===== src/rtl/spi9_pkg.sv =====
// Shared types for the nine-bit SPI shift engine.
package spi9_pkg;
    // Shift clock event seen by the shift core in one system cycle.
    typedef enum logic [1:0] {
        EV_NONE  = 2'd0,
        EV_LEAD  = 2'd1,
        EV_TRAIL = 2'd2
    } spi9_edge_e;
endpackage


===== src/rtl/spi9_deglitch.sv =====
// Majority-free run-length filter: the output follows the input only after
// STAGES consecutive samples at the new level. When filt_en is low the
// output simply tracks the input one cycle late.
// Assumes the input is already stable with respect to clk or is tolerant
// of one sample of metastability (the run counter absorbs it).
module spi9_deglitch #(
    parameter int STAGES = 3
) (
    input  logic clk,
    input  logic rst_n,
    input  logic filt_en,
    input  logic raw,
    output logic clean
);
    localparam int CW = $clog2(STAGES + 1);
    localparam logic [CW-1:0] RUN_LAST = CW'(STAGES - 1);

    logic [CW-1:0] run;

    // Count consecutive disagreeing samples and flip on the last one.
    always_ff @(posedge clk) begin
        if (!rst_n) begin
            clean <= 1'b0;
            run   <= '0;
        end else if (!filt_en) begin
            clean <= raw;
            run   <= '0;
        end else if (raw == clean) begin
            run <= '0;
        end else if (run == RUN_LAST) begin
            clean <= raw;
            run   <= '0;
        end else begin
            run <= run + 1'b1;
        end
    end
endmodule


===== src/rtl/spi9_sclk_unit.sv =====
// Shift clock unit. As master it toggles its own clock once per tick while a
// frame is active; as slave it watches the filtered external clock. Either
// way it reports one leading/trailing event per system cycle.
// Assumes cpol and master are static while a frame is active.
module spi9_sclk_unit
    import spi9_pkg::*;
(
    input  logic       clk,
    input  logic       rst_n,
    input  logic       enable,
    input  logic       master,
    input  logic       cpol,
    input  logic       active,
    input  logic       tick,
    input  logic       sck_clean,
    output logic       sck_out,
    output spi9_edge_e edge_ev
);
    logic sck_q;
    logic prev_q;

    // Master clock: park at idle level, toggle on ticks during a frame.
    always_ff @(posedge clk) begin
        if (!rst_n) begin
            sck_q <= cpol;
        end else if (!enable || !active || !master) begin
            sck_q <= cpol;
        end else if (tick) begin
            sck_q <= ~sck_q;
        end
    end

    // Remember the last filtered external clock level for edge detection.
    always_ff @(posedge clk) begin
        if (!rst_n) begin
            prev_q <= 1'b0;
        end else begin
            prev_q <= sck_clean;
        end
    end

    // Classify this cycle's clock change as leading or trailing.
    always_comb begin
        edge_ev = EV_NONE;
        if (enable) begin
            if (master) begin
                if (active && tick) begin
                    edge_ev = (sck_q == cpol) ? EV_LEAD : EV_TRAIL;
                end
            end else if (sck_clean != prev_q) begin
                edge_ev = (sck_clean != cpol) ? EV_LEAD : EV_TRAIL;
            end
        end
    end

    assign sck_out = master ? sck_q : cpol;
endmodule


===== src/rtl/spi9_shift_core.sv =====
// Shift register, bit counter and completion pulse. Samples on the selected
// edge, launches the next output bit on the other edge, counts trailing
// edges to the frame length. Short frames leave the top bit untouched.
// Assumes len9/cpha/master are static while a frame is active.
module spi9_shift_core
    import spi9_pkg::*;
#(
    parameter int FRAME_W = 9
) (
    input  logic               clk,
    input  logic               rst_n,
    input  logic               enable,
    input  logic               len9,
    input  logic               master,
    input  logic               cpha,
    input  spi9_edge_e         edge_ev,
    input  logic               din,
    input  logic               wr_en,
    input  logic [FRAME_W-1:0] wr_word,
    output logic [FRAME_W-1:0] word,
    output logic               tx_bit,
    output logic               active,
    output logic               irq
);
    localparam int CNT_W = $clog2(FRAME_W + 1);
    localparam logic [CNT_W-1:0] LAST_LONG  = CNT_W'(FRAME_W - 1);
    localparam logic [CNT_W-1:0] LAST_SHORT = CNT_W'(FRAME_W - 2);

    logic [CNT_W-1:0]   cnt;
    logic [CNT_W-1:0]   last;
    logic [FRAME_W-1:0] shifted;
    logic               msb, starting, live, is_sample, is_launch, load;

    // Decode frame length, outgoing bit and the edge roles for this cycle.
    always_comb begin
        last      = len9 ? LAST_LONG : LAST_SHORT;
        msb       = len9 ? word[FRAME_W-1] : word[FRAME_W-2];
        shifted   = len9 ? {word[FRAME_W-2:0], din}
                         : {word[FRAME_W-1], word[FRAME_W-3:0], din};
        starting  = !active && !master && (edge_ev == EV_LEAD);
        live      = active || starting;
        is_sample = live && (cpha ? (edge_ev == EV_TRAIL) : (edge_ev == EV_LEAD));
        is_launch = live && (cpha ? (edge_ev == EV_LEAD)
                                  : ((edge_ev == EV_TRAIL) && (cnt != last)));
        load      = enable && wr_en && !live;
    end

    // Frame sequencing: load, shift, launch, count and completion pulse.
    always_ff @(posedge clk) begin
        if (!rst_n) begin
            word   <= '0;
            tx_bit <= 1'b0;
            active <= 1'b0;
            cnt    <= '0;
            irq    <= 1'b0;
        end else begin
            irq <= 1'b0;
            if (!enable) begin
                active <= 1'b0;
                cnt    <= '0;
            end else if (load) begin
                word   <= wr_word;
                tx_bit <= len9 ? wr_word[FRAME_W-1] : wr_word[FRAME_W-2];
                active <= master;
                cnt    <= '0;
            end else begin
                if (starting) begin
                    active <= 1'b1;
                end
                if (is_sample) begin
                    word <= shifted;
                end
                if (is_launch) begin
                    tx_bit <= msb;
                end
                if (live && (edge_ev == EV_TRAIL)) begin
                    if (cnt == last) begin
                        active <= 1'b0;
                        cnt    <= '0;
                        irq    <= 1'b1;
                    end else begin
                        cnt <= cnt + 1'b1;
                    end
                end
            end
        end
    end
endmodule


===== src/rtl/spi9_shift_engine.sv =====
// Top of the nine-bit SPI shift engine: pin polarity, slave-mode input
// filters, the shift clock unit and the shift core.
// Assumes the configuration inputs change only while busy is low.
module spi9_shift_engine
    import spi9_pkg::*;
#(
    parameter int FRAME_W  = 9,
    parameter int GLITCH_N = 3
) (
    input  logic               clk,
    input  logic               rst_n,
    input  logic               enable,
    input  logic               mode_len9,
    input  logic               mode_master,
    input  logic [1:0]         sclk_sel,
    input  logic               din_invert,
    input  logic               dout_invert,
    input  logic               shift_tick,
    input  logic               wr_en,
    input  logic [FRAME_W-2:0] wr_data,
    input  logic               wr_bit8,
    output logic [FRAME_W-2:0] rd_data,
    output logic               rd_bit8,
    output logic               busy,
    output logic               irq,
    input  logic               sck_in,
    input  logic               sd_in,
    output logic               sck_out,
    output logic               sd_out
);
    logic               din_pin, din_clean, sck_clean, core_din, tx_bit, active;
    logic [FRAME_W-1:0] word;
    spi9_edge_e         edge_ev;

    assign din_pin = sd_in ^ din_invert;

    spi9_deglitch #(.STAGES(GLITCH_N)) u_dg_data (
        .clk(clk), .rst_n(rst_n), .filt_en(!mode_master),
        .raw(din_pin), .clean(din_clean)
    );

    spi9_deglitch #(.STAGES(GLITCH_N)) u_dg_clk (
        .clk(clk), .rst_n(rst_n), .filt_en(!mode_master),
        .raw(sck_in), .clean(sck_clean)
    );

    spi9_sclk_unit u_sclk (
        .clk(clk), .rst_n(rst_n), .enable(enable), .master(mode_master),
        .cpol(sclk_sel[1]), .active(active), .tick(shift_tick),
        .sck_clean(sck_clean), .sck_out(sck_out), .edge_ev(edge_ev)
    );

    assign core_din = mode_master ? din_pin : din_clean;

    spi9_shift_core #(.FRAME_W(FRAME_W)) u_core (
        .clk(clk), .rst_n(rst_n), .enable(enable), .len9(mode_len9),
        .master(mode_master), .cpha(sclk_sel[0]), .edge_ev(edge_ev),
        .din(core_din), .wr_en(wr_en), .wr_word({wr_bit8, wr_data}),
        .word(word), .tx_bit(tx_bit), .active(active), .irq(irq)
    );

    assign rd_data = word[FRAME_W-2:0];
    assign rd_bit8 = word[FRAME_W-1];
    assign busy    = active;
    assign sd_out  = tx_bit ^ dout_invert;
endmodule


===== config.mk =====
export PLATFORM = sky130hd
export DESIGN_NAME = spi9_shift_engine
export DESIGN_NICKNAME = d
export VERILOG_FILES = /design/src/rtl/spi9_pkg.sv /design/src/rtl/spi9_deglitch.sv /design/src/rtl/spi9_sclk_unit.sv /design/src/rtl/spi9_shift_core.sv /design/src/rtl/spi9_shift_engine.sv
export SDC_FILE = /design/constraint.sdc
export NUM_CORES = 1
export LEC_CHECK = 0
export BUFFER_PORTS_ARGS = -buffer_cell sky130_fd_sc_hd__buf_4
export CORE_MARGIN = 2
export CORE_UTILIZATION = 45
export DETAILED_ROUTE_END_ITERATION = 8
export GPL_ROUTABILITY_DRIVEN = 0
export PLACE_DENSITY = 0.76
export SYNTH_ARGS = -nofsm -noshare
export SYNTH_HDL_FRONTEND = slang
export SYNTH_SLANG_ARGS = --single-unit

===== constraint.sdc =====
create_clock -name clk -period 2.7 [get_ports clk]
set_clock_uncertainty 0.05 [all_clocks]
set_input_delay 0.27 -clock clk [delete_from_list [all_inputs] [get_ports clk]]
set_output_delay 0.27 -clock clk [all_outputs]
set_load 0.02 [all_outputs]

Yosys cells after proc, flatten, opt, wreduce, memory -nomap -nowiden:

Cells that the tools add are included.

* flip-flop bits (word level): 24
* input bits: 22
* output and inout bits: 13
* word-level logic and storage cells: 99

* $add $sub $neg: 3
* eq/ne operators: 14
* muxes and demuxes: 33
* bitwise logic cells: 6
* reduce and logical (&&, ||, !) cells: 31

Operators with widths (number)
* $mux 9: 3
* $mux 1: 22
* $mux 2: 6
* $reduce_or 4->1: 3
* $reduce_and 2->1: 5
* $reduce_bool 2->1: 5
* $logic_and 1x1->1: 9
* $mux 4: 2
* $eq 2x2->1 const B: 3
* $add 2x1->2 const B: 2
* $add 4x1->4 const B: 1
* $eq 4x4->1: 1
* $logic_not 1->1: 4
* $ne 2x2->1 const B: 2
* $ne 4x4->1: 1
* $not 1->1: 4
* $eq 1x1->1: 3
* $logic_or 1x1->1: 3
* $ne 3x1->1 const B: 1
* $reduce_and 3->1: 1
* $reduce_or 3->1: 1
* $eq 2x1->1 const B: 1
* $ne 1x1->1: 2
* $xor 1x1->1: 2

Depth between registers and ports, before layout:

Gate-level depths: netlist of the first run.

* word-level depth: 12
* gate-level depth with buffers: 8
* depth with buffers taken out: 6

Modules after synthesis:

A second synthesis of the first run with hierarchy kept.

* cells, all modules: 146
* area total of the unflattened synthesis: 1438.9 sq um

Modules (own cells, without submodules)
* spi9_shift_core: times used 1, cells an instance 101, area an instance 977.2 sq um, sequential area each 320.3 sq um
* spi9_deglitch: times used 2, cells an instance 12, area an instance 138.9 sq um, sequential area each 60.1 sq um
* spi9_sclk_unit: times used 1, cells an instance 17, area an instance 147.6 sq um, sequential area each 50.0 sq um
* spi9_shift_engine: times used 1, cells an instance 4, area an instance 36.3 sq um, sequential area each 0.0 sq um

Worst setup path after synthesis of the first run:

Ideal clock, no wire load.

* path kind: flip-flop to flip-flop
* start point: register u_core.active
* end point: register u_core.word[0]
* library setup time: 116 ps
* arrival: 2066 ps
* data required time: 2534 ps
* slack: 468 ps
* cell stages (with the launch flop): 7
* buffers on the path: 0
* period minus slack after synthesis: 2232 ps
* cells stage by stage: dfxtp_1 -> nand3_1 -> o31a_1 -> o31a_1 -> a311o_1 -> a211o_1 -> and3_1

* word-level cells in the longest chain between the ends: 11
* elaborated cells on any way between the ends: 17
* those cells by class: 2 x eq/ne; 5 x mux; 10 x reduce/logical

RTL lines
* from (decl): line spi9_shift_core.sv:22 `output logic active,`
* from (signal assigned): line spi9_shift_core.sv:64 `active <= master;`
* $logic_and 1x1->1: line spi9_sclk_unit.sv:47 `if (active && tick) begin`
* $mux 2: line spi9_sclk_unit.sv:47
* $mux 2: line spi9_sclk_unit.sv:46 `if (master) begin`
* $mux 2: line spi9_sclk_unit.sv:45 `if (enable) begin`
* $eq 2x1->1: line spi9_shift_core.sv:40, spi9_shift_core.sv:42
* $logic_and 1x1->1: line spi9_shift_core.sv:40 `starting = !active && !master && (edge_ev == EV_LEAD);`
* $logic_or 1x1->1: line spi9_shift_core.sv:41 `live = active || starting;`
* $logic_not 1->1: line spi9_shift_core.sv:45 `load = enable && wr_en && !live;`
* $logic_and 1x1->1: line spi9_shift_core.sv:45
* $reduce_bool 2->1 (no source line)
* $reduce_and 2->1 (no source line)
* to (signal assigned): line spi9_shift_core.sv:62 `word <= wr_word;`
* to (signal assigned): line spi9_shift_core.sv:71 `word <= shifted;`
* to (decl): line spi9_shift_core.sv:20 `output logic [FRAME_W-1:0] word,`

Several ways; a longest one is shown, not always the timed one.
A chain may end at the register's enable or synchronous reset.

Worst setup path in the final report of the first run:

* start point: register u_sclk.sck_q
* end point: register u_core.word[0]

* word-level cells in the longest chain between the ends: 12
* elaborated cells on any way between the ends: 16
* those cells by class: 3 x eq/ne; 6 x mux; 7 x reduce/logical

RTL lines
* from (decl): line spi9_sclk_unit.sv:19 `logic sck_q;`
* from (signal assigned): line spi9_sclk_unit.sv:25 `sck_q <= cpol;`
* from (signal assigned): line spi9_sclk_unit.sv:27 `sck_q <= cpol;`
* from (signal assigned): line spi9_sclk_unit.sv:29 `sck_q <= ~sck_q;`
* $eq 1x1->1 (*): line spi9_sclk_unit.sv:48 `edge_ev = (sck_q == cpol) ? EV_LEAD : EV_TRAIL;`
* $mux 2 (*): line spi9_sclk_unit.sv:48
* $mux 2 (*): line spi9_sclk_unit.sv:47
* $mux 2 (*): line spi9_sclk_unit.sv:46
* $mux 2 (*): line spi9_sclk_unit.sv:45
* $eq 2x1->1: line spi9_shift_core.sv:40, spi9_shift_core.sv:42
* $logic_and 1x1->1: line spi9_shift_core.sv:40
* $logic_or 1x1->1: line spi9_shift_core.sv:41
* $logic_not 1->1: line spi9_shift_core.sv:45
* $logic_and 1x1->1: line spi9_shift_core.sv:45
* $reduce_bool 2->1 (no source line)
* $reduce_and 2->1 (no source line)

Mark *: on every way between the ends. The rest lies on a longest branch, timed or not.

==> run metrics, run 1 <==
status completed; Tcrit/Tclk final 85.9%; initial DRC count 30; # hold bufs at CTS 0; Comb pwr share 21.3%; die area 3590 um^2; Fin Hold WS about 170 ps; hpwl dp 2380 um; die width 59.9 um; total global-route track usage between 10% and 20%; Port Buffer Count 34; CP Capture Type flip-flop; setup bufs post-CTS 0; row cnt 20; number of global-route vias before repair ~1200; final setup vio count 0; power per cell area approximately 430 nW/um^2; total power 0.732 mW; Final min period 2320 ps; critical path required time 2880 ps; IO Pins 35; routed length per placed instance 13.4 um; commonest non-fill, non-tap cell in the layout buf_4; Vias/cell 5.60; CTS tree built; antenna violations before repair 0; switching portion of total power 28.1%; Startpoint Class flip-flop; Final #Nets 223; first-pass GRT wire length 5120 um; Worst-Skew Late Latency 320 ps; via count 1288; Detail Route Antenna Nets 0; Net Switching 0.206 mW; Slew Viols, Final 0; FMAX 431 MHz; power share of the clock group 26.5%; Max-Cap Viols 0; Mapped Area 1410 um^2; Layout area overhead 21.3%; Most used DFF post-synth dfxtp_1; Pleak 0.723 nW; core box area 3000 um^2; post-cts repair resize count 0; internal power 0.526 mW; most frequent cells in the layout buf_4 (36), dfxtp_1 (23), nand2_1 (21), nand3_1 (16), nor2_1 (10); drc violations 0; yosys warns 0; synthesized flop and latch total 24; register area share after synthesis 34.8%; worst path arrival time 2500 ps; Initial Utilization 46.9%; post-synthesis cell count between 150 and 200; total gr overflow 0; Slew HR 60.0%; clk buf depth 2; asr flop ratio synth 0%; Least-Margin Pin Slew 595 ps; Total Routed Length about 3100 um; CP Max Fanout 13; part of the power in registers 52.2%; mean post-synth cell area approximately 8.5 um^2; Clock transition at path regs about 140 ps; synth unique cells 47; CTS Buf Count 3; htree depth 1; Hold WC Path Type primary input to flip-flop; antenna cells 0; layout cells sized above 1 22.3%; setup TNS 0 ps; CP Class flip-flop to flip-flop; Root Buffer clkbuf_4; fill count 284; number of synthesized flops with an enable pin 1; Net Count, Synth 191; TritonRoute pass-1 iters 4; # clock sinks 24; height of the die 59.9 um; Hold Vio Cnt, Final 0; RSZ-0062 raised after global routing false; Max VDD drop roughly 0.22 mV; largest net degree at the start of global routing 27; final core occ 56.9%
-- critical path: stages, from the launching register on --
cell and delay, ps:
edfxtp_1 480, xor2_1 200, o31a_1 330, o31ai_4 430, a311o_1 310, buf_4 210, nand2b_1 70, and3_1 150
-- registers in the layout, indices dropped and copies added, names as in the netlist --
register	cells
u_dg_data.run	2
u_dg_clk.clean	1
u_core.cnt	4
u_sclk.sck_q	1
u_dg_data.clean	1
u_core.word	9
u_sclk.prev_q	1
u_core.active	1
u_dg_clk.run	2
u_core.tx_bit	1
u_core.irq	1
-- final cells by class --
cell class	instances	area, um^2	share of cell area (%)
Timing Repair Buffer	36	270	15.8
Sequential cell	24	490	28.7
Tap cell	33	41.3	2.42
Clock buffer	4	36.3	2.12
Inverter	5	18.8	1.10
Multi-Input combinational cell	128	851	49.8
-- path summary, 6_finish.rpt --
| path | startpoint | to | slack (ps) | depth (start not counted) |
|---|---|---|---|---|
| setup / recovery | u_sclk.sck_q$_DFFE_PP_ | u_core.word[0]$_SDFFE_PN0P_ | 380 | 7 |
| hold / removal | sck_in | u_dg_clk.clean$_SDFFE_PN0P_ | 170 | 3 |
| setup reg to reg | u_sclk.sck_q$_DFFE_PP_ | u_core.word[0]$_SDFFE_PN0P_ | 380 | 7 |
| hold reg to reg | u_dg_clk.run[0]$_SDFF_PP0_ | u_dg_clk.run[0]$_SDFF_PP0_ | 370 | 1 |
-- cells in the mapped netlist, drive strengths merged (2+ instances only) --
cell	instances	area [um^2]
nor3	2	10.0
buf	5	32.5
o31a	3	26.3
nand3b	2	15.0
and2	3	18.8
a211oi	2	15.0
xnor2	3	26.3
xor2	3	26.3
nand3	16	80.1
ha	3	37.5
dfxtp	23	460
o21ai	12	60.1
inv	5	18.8
mux2i	4	40.0
a21oi	4	20.0
nor2	10	37.5
nand2b	5	31.3
nand2	21	78.8
and3	3	18.8
nor4b	2	17.5
clkbuf	4	15.0
a31oi	2	12.5
o31ai	3	36.3
mux2	8	90.1
a21o	2	15.0
-- routing by layer --
layer  wire (um)  track usage [%]
met2        1540             33.9
met3         145             2.38
met1        1350             22.0
met5           0                0
met4          38             5.71
-- power groups by stage --
stage	clock network, mW	logic, mW	registers [mW]
6_report	0.194	0.155	0.382
5_1_grt	0.214	0.171	0.384
4_1_cts	0.199	0.156	0.382
3_5_place_dp	0	0.156	0.390
3_3_place_gp	0	0.150	0.389
2_1_floorplan	0	0.0936	0.394
-- kinds of logic (layout without fill, tap and decap cells) --
group | count (synthesis) | count (layout) | share of synthesized area, %
flops | 24 | 24 | 34.8
mux | 13 | 13 | 10.8
fa+ha+maj | 3 | 3 | 2.67
compound gates | 37 | 37 | 18.7
buf+inv | 14 | 45 | 4.71
simple gates | 69 | 69 | 24.5
xor+xnor | 6 | 6 | 3.73
-- metrics by stage --
step                      setup slack (ps)  area [um^2]  std cells
after detailed placement               400         1670        226
after floorplan                        468         1410        166
after global routing                   255         1710        230
after CTS                              385         1710        230
final                                  379         1710        230
after global placement                 455         1670        226
No activity file was read; power rests on OpenSTA's default activity.
==> run 2: changes to the inputs <==
--- a/config.mk
+++ b/config.mk
@@ -9,6 +9,6 @@
 export CORE_MARGIN = 2
-export CORE_UTILIZATION = 45
+export CORE_UTILIZATION = 40
 export DETAILED_ROUTE_END_ITERATION = 8
 export GPL_ROUTABILITY_DRIVEN = 0
-export PLACE_DENSITY = 0.76
+export PLACE_DENSITY = 0.7
 export SYNTH_ARGS = -nofsm -noshare
==> constraint.sdc (replaced) <==
create_clock -name clk -period 2.7 [get_ports clk]
set_clock_uncertainty 0.05 [all_clocks]
set_input_delay 0.54 -clock clk [delete_from_list [all_inputs] [get_ports clk]]
set_output_delay 0.54 -clock clk [all_outputs]
set_load 0.02 [all_outputs]
==> run 2 against run 1 <==
Non-clock buffer count did not move. First-iteration DRC count rose by 140%. Register-to-register slack improved by 70 ps. Fmax rose by 2.9%. Routed wire length fell by 3.2%. Clock power fell by 19%. Sequential power barely moved. Critical endpoint unchanged.
==> run metrics, run 2 (same netlist as run 1, synthesis figures left out) <==
reg2reg path depth 6; power per cell area slightly above 400 nW/um^2; Hold WC Path Type flip-flop to flip-flop; setup TNS 0 ps; core box area 3360 um^2; Port Buffer Count 34; # hold bufs at CTS 0; Max-Cap Viols 0; # clock sinks 24; Slew HR 62.4%; Crit-path slowest cell dfxtp_1; Setup crit end u_core.word[0]$_SDFFE_PN0P_; met2 GRT Util between 20 and 30%; IO Pins 35; final setup vio count 0; Max stage delay on crit path 490 ps; register cell area after layout 490 um^2; routed length per placed instance 12.3 um; Multi-input gate area 851 um^2; switching portion of total power 27.8%; final worst slack 445 ps; Worst-Skew Late Latency 310 ps; TritonRoute pass-1 iters 4; CTS Buf Count 3; Root Buffer clkbuf_4; internal power 0.501 mW; worst path arrival time 2410 ps; row cnt 21; Vias/cell around 5.3; die area 4010 um^2; first-pass GRT wire length about 5200 um; total global-route track usage between 10% and 20%; CP Capture Type flip-flop; height of the die 63.3 um; Initial Utilization 41.9%; FMAX between 400 and 500 MHz; Final min period 2250 ps; die width 63.3 um; power share of the clock group 22.7%; largest net degree at the start of global routing 27; setup bufs post-CTS 0; most used cell, CP o31a_1; Total Routed Length 2980 um; largest registers u_core.word (9), u_core.cnt (4); CP bufs+invs 0; Slew Viols, Final 0; htree depth 1; number of flip-flops in the largest register 9; Comb pwr share 22.2%; Layout area overhead 21.8%; clk buf depth 2; CP Class flip-flop to flip-flop; status completed; crit path from u_core.active$_SDFF_PN0_; number of global-route vias before repair approximately 1300; Hold Vio Cnt, Final 0; critical path required time between 2000 and 3000 ps; Max VDD drop 0.187 mV; M1 GR Usage 18.3%; fill count ~350; Least-Margin Pin Slew ~560 ps; Pleak 0.717 nW; CP Max Fanout 8; Top Family by Delay on Critical Path compound AO/OA/AOI/OAI gates; Fin Hold WS approximately 370 ps; RSZ-0062 raised after global routing false; Detail Route Antenna Nets 0; via count 1295; post-cts repair resize count 0; Clock transition at path regs 130 ps; met3 Usage GRT slightly above 3%; drc violations 0; initial DRC count 72; CTS tree built; antenna cells 0; antenna violations before repair 0; critical path depth in cells 6; commonest non-fill, non-tap cell in the layout buf_4; gr busiest metal met2; total gr overflow 0; R2R Path End u_core.word[0]$_SDFFE_PN0P_; hpwl dp between 2000 and 2500 um; critical-path cell list nand3_1 -> o31a_1 -> o31a_1 -> a311o_1 -> a211o_1 -> and3_1; most frequent cells in the layout buf_4 (36), dfxtp_1 (23), nand2_1 (21), nand3_1 (16), nor2_1 (10); Net Switching 0.193 mW; Startpoint Class flip-flop; reg2reg start u_core.active$_SDFF_PN0_; Tcrit/Tclk final 83.5%; R2R setup slack 450 ps; layout cells sized above 1 21.8%; DP Worst Slack between 150 and 200 ps; largest register by flop count u_core.word; part of the power in registers a little under three fifths; Final #Nets 223
==> run 2: power by group through the flow <==
stage                     Combinational, mW  Sequential, mW  Clock, mW
after global placement                0.151           0.389          0
final                                 0.154           0.382      0.157
after CTS                             0.156           0.382      0.165
after global routing                  0.171           0.385      0.180
after detailed placement              0.155           0.390          0
after floorplan                      0.0936           0.394          0
==> run 2: how the worst min path moves through the flow <==
| stage | start | end | slack, ps | cells past startpoint |
|---|---|---|---|---|
| after CTS | u_dg_clk.run[0]$_SDFF_PP0_ | u_dg_clk.run[0]$_SDFF_PP0_ | 370 | 1 |
| after detailed placement | u_dg_clk.run[0]$_SDFF_PP0_ | u_dg_clk.run[0]$_SDFF_PP0_ | 360 | 1 |
| after global placement | u_dg_clk.run[0]$_SDFF_PP0_ | u_dg_clk.run[0]$_SDFF_PP0_ | 350 | 1 |
| after floorplan | u_dg_clk.run[0]$_SDFF_PP0_ | u_dg_clk.run[0]$_SDFF_PP0_ | 340 | 1 |
| after global routing | u_dg_clk.run[0]$_SDFF_PP0_ | u_dg_clk.run[0]$_SDFF_PP0_ | 400 | 1 |
| final | u_dg_clk.run[0]$_SDFF_PP0_ | u_dg_clk.run[0]$_SDFF_PP0_ | 370 | 1 |
==> run 2: cell type report <==
| class | count | share of cell area, % |
|---|---|---|
| Tap cell | 46 | 3.36 |
| Sequential cell | 24 | 28.6 |
| Inverter | 5 | 1.09 |
| Clock buffer | 4 | 1.53 |
| Timing Repair Buffer | 36 | 15.8 |
| Multi-Input combinational cell | 128 | 49.6 |
==> run 2: metal layers <==
layer	part of all wire [%]	vias to the layer above
li1	-	660
met1	44	606
met2	51	27
met3	4.5	2
met4	0.54	0
met5	0	-
==> run 2: worst reg2reg max path, cell delays in order (launching register included) <==
cell and delay, ps:
dfxtp_1 490, nand3_1 160, o31a_1 370, o31a_1 320
a311o_1 370, a211o_1 230, and3_1 170
==> run 2: per-stage QoR <==
step	std cells	instance area (um^2)	power [mW]	utilization [%]
6_report	243	1710	0.694	51.0
2_1_floorplan	166	1410	0.487	-
5_1_grt	243	1710	0.736	51.0
3_3_place_gp	239	1690	0.540	50.2
4_1_cts	243	1710	0.702	51.0
3_5_place_dp	239	1690	0.545	50.2
==> run 3: changes to the inputs <==
- PLACE_DENSITY: 0.7 -> 0.72
- clock period: 2.7 -> 1.8 ns (I/O delays scaled with it)
==> run 3 against run 2 <==
The run now ends with setup timing left. Critical path depth unchanged. Non-clock buffer count increased by 26. Sequential power increased by 49%. Highest routed layer unchanged.
==> run metrics, run 3 (same netlist as run 1, synthesis figures left out) <==
number of flip-flops in the largest register 9; Least-Margin Pin Slew 491 ps; CTS tree built; Port Buffer Count 34; Final #Nets roughly 250; htree depth 1; fill count 321; critical-path cell list xor2_2 -> o31a_1 -> o31a_1 -> a311o_1 -> a211o_1 -> and3_4; Fin Hold WS 251 ps; antenna violations before repair 0; row cnt 21; part of the power in registers 46.8%; Max stage delay on crit path 460 ps; Startpoint Class flip-flop; drc violations 0; final setup vio count 15; hpwl dp 2320 um; die width 63.3 um; initial DRC count 23; R2R setup slack -310 ps; internal power 0.884 mW; first-pass GRT wire length ~5200 um; DP Worst Slack -334 ps; worst path arrival time 2310 ps; Clock transition at path regs ~140 ps; Comb pwr share 24.6%; routed length per placed instance 11.5 um; largest registers u_core.word (9), u_core.cnt (4); final worst slack -308 ps; Slew HR 66.8%; RSZ-0062 raised after global routing true; Top Family by Delay on Critical Path compound AO/OA/AOI/OAI gates; Net Switching 0.337 mW; Slew Viols, Final 0; commonest non-fill, non-tap cell in the layout buf_4; # hold bufs at CTS 0; FMAX 474 MHz; TritonRoute pass-1 iters 4; Max VDD drop 0.415 mV; Max-Cap Viols 0; Total Routed Length between 3000 and 4000 um; Pleak around 0.88 nW; CP Class flip-flop to flip-flop; CP Capture Type flip-flop; CP bufs+invs 0; Detail Route Antenna Nets 0; switching portion of total power 27.6%; # clock sinks 24; via count 1377; failing checks setup timing; Worst-Skew Late Latency 330 ps; most used cell, CP o31a_1; layout cells sized above 1 35.4%; critical path required time 2000 ps; Vias/cell just over 5; number of global-route vias before repair 1196; core box area 3360 um^2; most frequent cells in the layout buf_4 (59), dfxtp_1 (22), nand2_1 (21), nand3_1 (16), nor2_1 (10); IO Pins 35; Tcrit/Tclk final 117%; Hold WC Path Type primary input to flip-flop; status finished, violations left; antenna cells 0; Initial Utilization between 40% and 50%; largest register by flop count u_core.word; Crit-path slowest cell edfxtp_1; Hold Vio Cnt, Final 0; Root Buffer clkbuf_4; largest net degree at the start of global routing 27; height of the die 63.3 um; total global-route track usage 16.0%; power per cell area between 600 and 700 nW/um^2; CTS Buf Count 3; die area 4010 um^2; total gr overflow 0; Final min period 2110 ps; final core occ approximately three fifths; DP Cell Count 264; clk buf depth 2; Layout area overhead 42.8%; power share of the clock group 28.6%; CP Max Fanout 3; total power 1.22 mW; Post-Layout Cell Count 269
## run 3: changes by cell type in the layout (fill, tap and decap cells not counted), sizes merged
cell	change
buf	+26
## run 3: worst min-delay path: stages
cell     delay, ps
buf_4          120
nand3_1         60
a21oi_1         60
## run 3: layout make-up
| class | instances | area [um^2] | share of cell area, % |
|---|---|---|---|
| Clock buffer | 4 | 47.5 | 2.36 |
| Sequential cell | 24 | 492 | 24.5 |
| Multi-Input combinational cell | 128 | 918 | 45.7 |
| Tap cell | 46 | 57.6 | 2.86 |
| Timing Repair Buffer | 62 | 477 | 23.7 |
| Inverter | 5 | 18.8 | 0.933 |
## run 3: per-layer routing
layer	up-vias	global-route usage, %	part of all wire [%]
met1	631	20.3	49
li1	717	-	-
met3	5	4.11	4.4
met2	24	27.1	46
met5	-	0	0
met4	0	4.08	0.87
## run 3: timing repair
| action | 4_1_cts | 5_1_grt |
|---|---|---|
| pin swaps | 0 | 3 |
| gates cloned | 0 | 0 |
| setup endpoints to repair | 17 | 17 |
| buffers inserted | 0 | 1 |
| gates resized for setup | 5 | 7 |
## run 3: power by group through the flow
stage	Combinational [mW]	Sequential, mW	Clock (mW)
after global placement	0.274	0.582	0
after floorplan	0.147	0.591	0
after CTS	0.285	0.571	0.356
after global routing	0.330	0.574	0.375
after detailed placement	0.278	0.583	0
final	0.301	0.571	0.349
## run 3: final timing paths
kind | from | endpoint | cells past startpoint
setup / recovery | u_sclk.sck_q$_DFFE_PP_ | u_core.word[0]$_SDFFE_PN0P_ | 6
setup reg to reg | u_sclk.sck_q$_DFFE_PP_ | u_core.word[0]$_SDFFE_PN0P_ | 6
hold / removal | wr_en | u_core.active$_SDFF_PN0_ | 3
hold reg to reg | u_dg_data.run[0]$_SDFF_PP0_ | u_dg_data.run[0]$_SDFF_PP0_ | 1
## run 3: through the flow
stage               setup TNS [ps]  cell area [um^2]
detailed placement           -3920              1890
CTS                          -3170              1960
floorplan                    -2660              1440
finish                       -3300              2010
global route                 -5280              2010
global placement             -3660              1890
